$ cat src/rtl/mtb_pkg.sv
package mtb_pkg;
    typedef enum logic [1:0] {
        TB_IDLE = 2'd0,
        TB_RUN  = 2'd1,
        TB_HALT = 2'd2
    } tb_state_e;

    localparam logic [1:0] SRC_NONE = 2'b00;
    localparam logic [1:0] SRC_RSVD = 2'b01;
    localparam logic [1:0] SRC_INT  = 2'b10;
    localparam logic [1:0] SRC_EXT  = 2'b11;
endpackage

$ cat src/rtl/mtb_cfg_lock.sv
module mtb_cfg_lock #(
    parameter int W = 3
) (
    input  logic         clk,
    input  logic         rst_n,
    input  logic         en,
    input  logic [W-1:0] d,
    output logic [W-1:0] q
);
    // Setting follows its input while disabled, frozen while enabled.
    always_ff @(posedge clk or negedge rst_n) begin
        if (!rst_n)
            q <= '0;
        else if (!en)
            q <= d;
    end
endmodule

$ cat src/rtl/mtb_prescaler.sv
module mtb_prescaler #(
    parameter int PSC_W = 3
) (
    input  logic             clk,
    input  logic             rst_n,
    input  logic             clr,
    input  logic             active,
    input  logic [PSC_W-1:0] psc,
    output logic             tick
);
    localparam int DIV_W = (1 << PSC_W) - 1;

    logic [DIV_W-1:0] div_q;
    logic [DIV_W-1:0] mask;

    assign mask = ~({DIV_W{1'b1}} << psc);
    assign tick = active && !clr && (div_q == mask);

    always_ff @(posedge clk or negedge rst_n) begin
        if (!rst_n)
            div_q <= '0;
        else if (clr)
            div_q <= '0;
        else if (active)
            div_q <= tick ? '0 : div_q + 1'b1;
    end
endmodule

$ cat src/rtl/mtb_sync_sel.sv
module mtb_sync_sel
    import mtb_pkg::*;
(
    input  logic       clk,
    input  logic       rst_n,
    input  logic [1:0] src,
    input  logic       sync_int,
    input  logic       sync_ext,
    output logic       sync_evt
);
    logic ext_q;

    always_ff @(posedge clk or negedge rst_n) begin
        if (!rst_n)
            ext_q <= 1'b0;
        else
            ext_q <= sync_ext;
    end

    always_comb begin
        unique case (src)
            SRC_INT: sync_evt = sync_int;
            SRC_EXT: sync_evt = sync_ext && !ext_q;
            default: sync_evt = 1'b0;
        endcase
    end
endmodule

$ cat src/rtl/mstr_timebase.sv
module mstr_timebase
    import mtb_pkg::*;
#(
    parameter int CNT_W = 16,
    parameter int PSC_W = 3
) (
    input  logic             clk,
    input  logic             rst_n,
    input  logic             en,
    input  logic [CNT_W-1:0] period,
    input  logic             cont_mode,
    input  logic             retrig,
    input  logic [PSC_W-1:0] psc_sel,
    input  logic             sync_rst_en,
    input  logic [1:0]       sync_src,
    input  logic             sync_int,
    input  logic             sync_ext,
    input  logic             sw_rst,
    output logic [CNT_W-1:0] count,
    output logic             running,
    output logic             period_evt
);
    localparam int SRC_W = 2;

    tb_state_e        state_q, state_d;
    logic [PSC_W-1:0] psc_lk;
    logic [SRC_W-1:0] src_lk;
    logic             sync_evt;
    logic             restart_req;
    logic             do_restart;
    logic             tick;
    logic             div_clr;
    logic             at_or_past;
    logic [CNT_W:0]   inc;
    logic             inc_hits;

    mtb_cfg_lock #(.W(PSC_W)) u_psc_lock (
        .clk(clk), .rst_n(rst_n), .en(en), .d(psc_sel), .q(psc_lk)
    );

    mtb_cfg_lock #(.W(SRC_W)) u_src_lock (
        .clk(clk), .rst_n(rst_n), .en(en), .d(sync_src), .q(src_lk)
    );

    mtb_sync_sel u_sync (
        .clk(clk), .rst_n(rst_n), .src(src_lk),
        .sync_int(sync_int), .sync_ext(sync_ext), .sync_evt(sync_evt)
    );

    assign restart_req = sw_rst || (sync_rst_en && sync_evt);

    // Restart acceptance depends on the run state and the mode.
    always_comb begin
        do_restart = 1'b0;
        unique case (state_q)
            TB_HALT: do_restart = restart_req;
            TB_RUN:  do_restart = restart_req && (cont_mode || retrig);
            default: do_restart = 1'b0;
        endcase
    end

    assign div_clr = !en || (state_q != TB_RUN) || do_restart;

    mtb_prescaler #(.PSC_W(PSC_W)) u_psc (
        .clk(clk), .rst_n(rst_n), .clr(div_clr),
        .active(state_q == TB_RUN), .psc(psc_lk), .tick(tick)
    );

    assign inc        = {1'b0, count} + 1'b1;
    assign at_or_past = (count >= period);
    assign inc_hits   = (inc == {1'b0, period});

    // Next-state logic
    always_comb begin
        state_d = state_q;
        if (!en) begin
            state_d = TB_IDLE;
        end else begin
            unique case (state_q)
                TB_IDLE: state_d = TB_RUN;
                TB_RUN: begin
                    if (do_restart)
                        state_d = TB_RUN;
                    else if (tick && !cont_mode && (at_or_past || inc_hits))
                        state_d = TB_HALT;
                end
                TB_HALT: if (do_restart) state_d = TB_RUN;
                default: state_d = TB_IDLE;
            endcase
        end
    end

    // State register
    always_ff @(posedge clk or negedge rst_n) begin
        if (!rst_n)
            state_q <= TB_IDLE;
        else
            state_q <= state_d;
    end

    // Output register: counter and period event
    always_ff @(posedge clk or negedge rst_n) begin
        if (!rst_n) begin
            count      <= '0;
            period_evt <= 1'b0;
        end else if (!en) begin
            count      <= '0;
            period_evt <= 1'b0;
        end else begin
            period_evt <= 1'b0;
            unique case (state_q)
                TB_IDLE: count <= '0;
                TB_RUN: begin
                    if (do_restart) begin
                        count <= '0;
                    end else if (tick) begin
                        if (at_or_past) begin
                            if (cont_mode)
                                count <= '0;
                        end else begin
                            count      <= inc[CNT_W-1:0];
                            period_evt <= inc_hits;
                        end
                    end
                end
                TB_HALT: if (do_restart) count <= '0;
                default: count <= '0;
            endcase
        end
    end

    assign running = (state_q == TB_RUN);
endmodule

$ cat config.mk
export PLATFORM = sky130hd
export DESIGN_NAME = mstr_timebase
export DESIGN_NICKNAME = d
export VERILOG_FILES = /design/src/rtl/mtb_pkg.sv /design/src/rtl/mtb_cfg_lock.sv /design/src/rtl/mtb_prescaler.sv /design/src/rtl/mtb_sync_sel.sv /design/src/rtl/mstr_timebase.sv
export SDC_FILE = /design/constraint.sdc
export NUM_CORES = 1
export LEC_CHECK = 0
export BUFFER_PORTS_ARGS = -buffer_cell sky130_fd_sc_hd__buf_2
export CAP_MARGIN = 10
export CELL_PAD_IN_SITES_DETAIL_PLACEMENT = 0
export CELL_PAD_IN_SITES_GLOBAL_PLACEMENT = 1
export CORE_UTILIZATION = 42
export CTS_CLUSTER_SIZE = 40
export DETAILED_ROUTE_END_ITERATION = 16
export GPL_TIMING_DRIVEN = 0
export PLACE_DENSITY_LB_ADDON = 0.3
export SYNTH_ARGS = -nofsm -noshare
export SYNTH_HDL_FRONTEND = slang
export SYNTH_SLANG_ARGS = --single-unit
$ cat constraint.sdc
create_clock -name clk -period 2.8 [get_ports clk]
set_input_delay 0.42 -clock clk [delete_from_list [all_inputs] [get_ports clk]]
set_output_delay 0.42 -clock clk [all_outputs]
set_load 0.1 [all_outputs]
==> results.yml <==
status:
  outcome: "finished clean"
setup_path:
  path_buf_inv: 2
  worstPathArrival_ns: 2.75
  crit_type: "flip-flop to flip-flop"
  worstPathMaxFanout: 10
  cpLargestDelayFamily: "compound AO/OA/AOI/OAI gates"
  cp_cell_sequence: "ha_1 > nand4_1 > a211oi_2 > o41ai_4 > a31oi_2 > nor2b_1 > clkbuf_4 > o31ai_4 > buf_4 > o21ai_1 > o41ai_1"
  cp_slowest_stage_delay_ns: 0.49
  crit_slowest_cell: "dfrtp_2"
  path_depth: 11
  endpoint_kind: "flip-flop"
  worstPathRequired_ns: 2.95
  rr_worst_depth: 11
  cp-start-kind: "flip-flop"
grt:
  antenna_found_initial: 0
  use_met2_pct: 32.4
  grt_first_pass_wirelength_um: 10700
  track_usage_pct: 21.5
  use_met1_pct: 31.6
  grt.met3_usage_pct: 4.04
  first_global_vias: 2171
  overflow: 0
  grt_max_degree: 33
  busiest_layer: "met2"
synthesis:
  synth_nets: 347
  synth_edf_count: 0
  synth_top_area_share_pct: 30.7
  synth_area_per_cell_um2: 8.85
  synth_top_cell_by_area: "dfrtp_1"
  ys_warn_count: 0
  ys_seq_elements: 32
  synth_cell_types: 51
  syn_area_um2: 2610
  ys_seq_area_share_pct: 30.7
  synthCells: 295
  yosys-top-cells-area: "dfrtp_1 31%, ha_1 11%, xnor2_1 7.0%, o21ai_0 4.4%, nor2_1 3.7%"
  synth_flop_cell: "dfrtp_1"
  synthArstFlopShare_pct: 100
final_layout:
  most-common-layout-cells: "51 x buf_2, 26 x nor2_1, 23 x o21ai_0, 22 x dfrtp_1, 21 x xnor2_1"
  fin_area_um2: 3120
  antennaDiodeCount: 0
  areaGrowthSynthToFinish_pct: 19.7
  final_common_cell: "buf_2"
  drive_gt1_share_pct: 29.3
  nFillCells: 600
  final_nets: 402
  finish.utilization_pct: 52.4
worst_hold_path:
  hold_class: "primary input to asynchronous set/reset pin"
timing:
  period_share_pct: 92.8
  setup_violations: 0
  hold_viol: 0
  max_freq_mhz: 385
  period_needed_ns: 2.60
  clock-skew-final_ns: 0.00389
  rsz0062_at_grt: "no"
  tightest_slew_ns: 0.756
  relSlewSlack_pct: 49.6
  timing.final.max_slew_violations: 0
die:
  die-area_um2: 6530
  die_h_um: 80.8
  rows: 28
  io_pins: 48
  core_region_area_um2: 5960
  fp.dieW_um: 80.8
  start_util_pct: 43.8
clock_tree:
  root_buffer: "clkbuf_8"
  clkTransAtPathRegs_ns: 0.07
  cts-buffers-inserted: 5
  clock_path_buffers: 2
  cts_tree: "built"
  insertion_delay_ns: 0.29
  htree_levels: 2
  cts_num_sinks: 32
routing:
  wl_per_cell_um: 14.9
  antenna_left: 0
  first_iter_violations: 149
  drc: 0
  drtPass1Iterations: 4
  wl_um: 6360
  num_vias: 2334
  viasPerCell: 5.48
run:
  max_cap_viol_count: 0
place:
  port_buffers: 46
  dp_hpwl_um: 4690
  gp_congestion: 0.834
  placed_cell_area_um2: 2950
pwr:
  p_per_area_nw_per_um2: 506
  power_leakage_nw: 1.47
  peakVddDrop_v: 0.000367
what timing repair did:
action | in CTS | in global routing
gates resized for setup | 2 | 7
pin swaps | 1 | 1
setup endpoints to repair | 11 | 18
hold buffers | 0 | 0
buffers inserted | 1 | 1
cell type report:
class	instances	area, um2	share of cell area [%]
timing repair buffer	48	245	7.85
multi-input combinational	232	1710	54.7
inverter	20	75.1	2.40
sequential	32	813	26.0
tap	75	93.8	3.00
clock inverter	2	35.0	1.12
buffer	11	80.1	2.56
clock buffer	6	72.6	2.32
metal layers:
| metal | vias up | wire (um) |
|---|---|---|
| met3 | 6 | 199 |
| met5 | - | 0 |
| li1 | 1175 | - |
| met2 | 42 | 2780 |
| met1 | 1111 | 3310 |
| met4 | 0 | 58 |
logic make-up (layout without fill, tap and decap cells):
group / count (synthesis) / count (layout) / share of synthesized area, %
buffers and inverters: 31 / 87 / 5.85
multiplexers: 7 / 7 / 2.97
AND/OR/NAND/NOR: 102 / 102 / 22.1
AO/OA/AOI/OAI: 70 / 70 / 17.4
flip-flops: 32 / 32 / 30.7
adder cells (fa/ha/maj): 22 / 22 / 10.5
XOR/XNOR: 31 / 31 / 10.4
per-stage QoR:
stage               hold WS, ns  cells  worst slack, ns  total power, mW  TNS [ns]
floorplan                 0.124    295          -0.0269            0.958   -0.0269
global placement          0.490    416           -0.162             1.10     -1.51
detailed placement        0.506    416           -0.163             1.11     -1.27
CTS                       0.215    425          0.00427             1.58         0
global route              0.239    426          0.00117             1.67         0
finish                    0.191    426            0.201             1.58         0
flip-flops by register name (all words and copies together) (netlist names):
name / cells
period_evt: 1
count: 16
u_sync.ext_q: 1
u_psc.div_q: 7
u_psc_lock.q: 3
state_q: 2
u_src_lock.q: 2
final timing paths:
check,from,endpoint,slack [ns]
min reg2reg,u_src_lock.q[1],u_src_lock.q[1],0.52
max reg2reg,count[10],count[6],0.20
max in group asynchronous,rst_n,count[13],2.08
min,rst_n,u_psc_lock.q[0],0.19
max,count[10],count[6],0.20
min in group clk,sync_ext,u_sync.ext_q,0.25
synthesized netlist by cell type, types with 6 or more instances:
cell,instances
xor2_1,10
o21ai_0,23
xnor2_1,21
nor2_1,26
nand4_1,12
a21oi_1,12
nand2b_1,6
inv_1,20
nand3_1,11
o31ai_1,7
nand2_1,13
ha_1,22
buf_2,6
dfrtp_1,32
power breakdown:
group          internal [mW]  leakage (nW)  switching (mW)
registers              0.495         0.414          0.0405
clock network          0.264        0.0552           0.193
logic                  0.192         0.996           0.394
(Power assumes the default switching activity.)
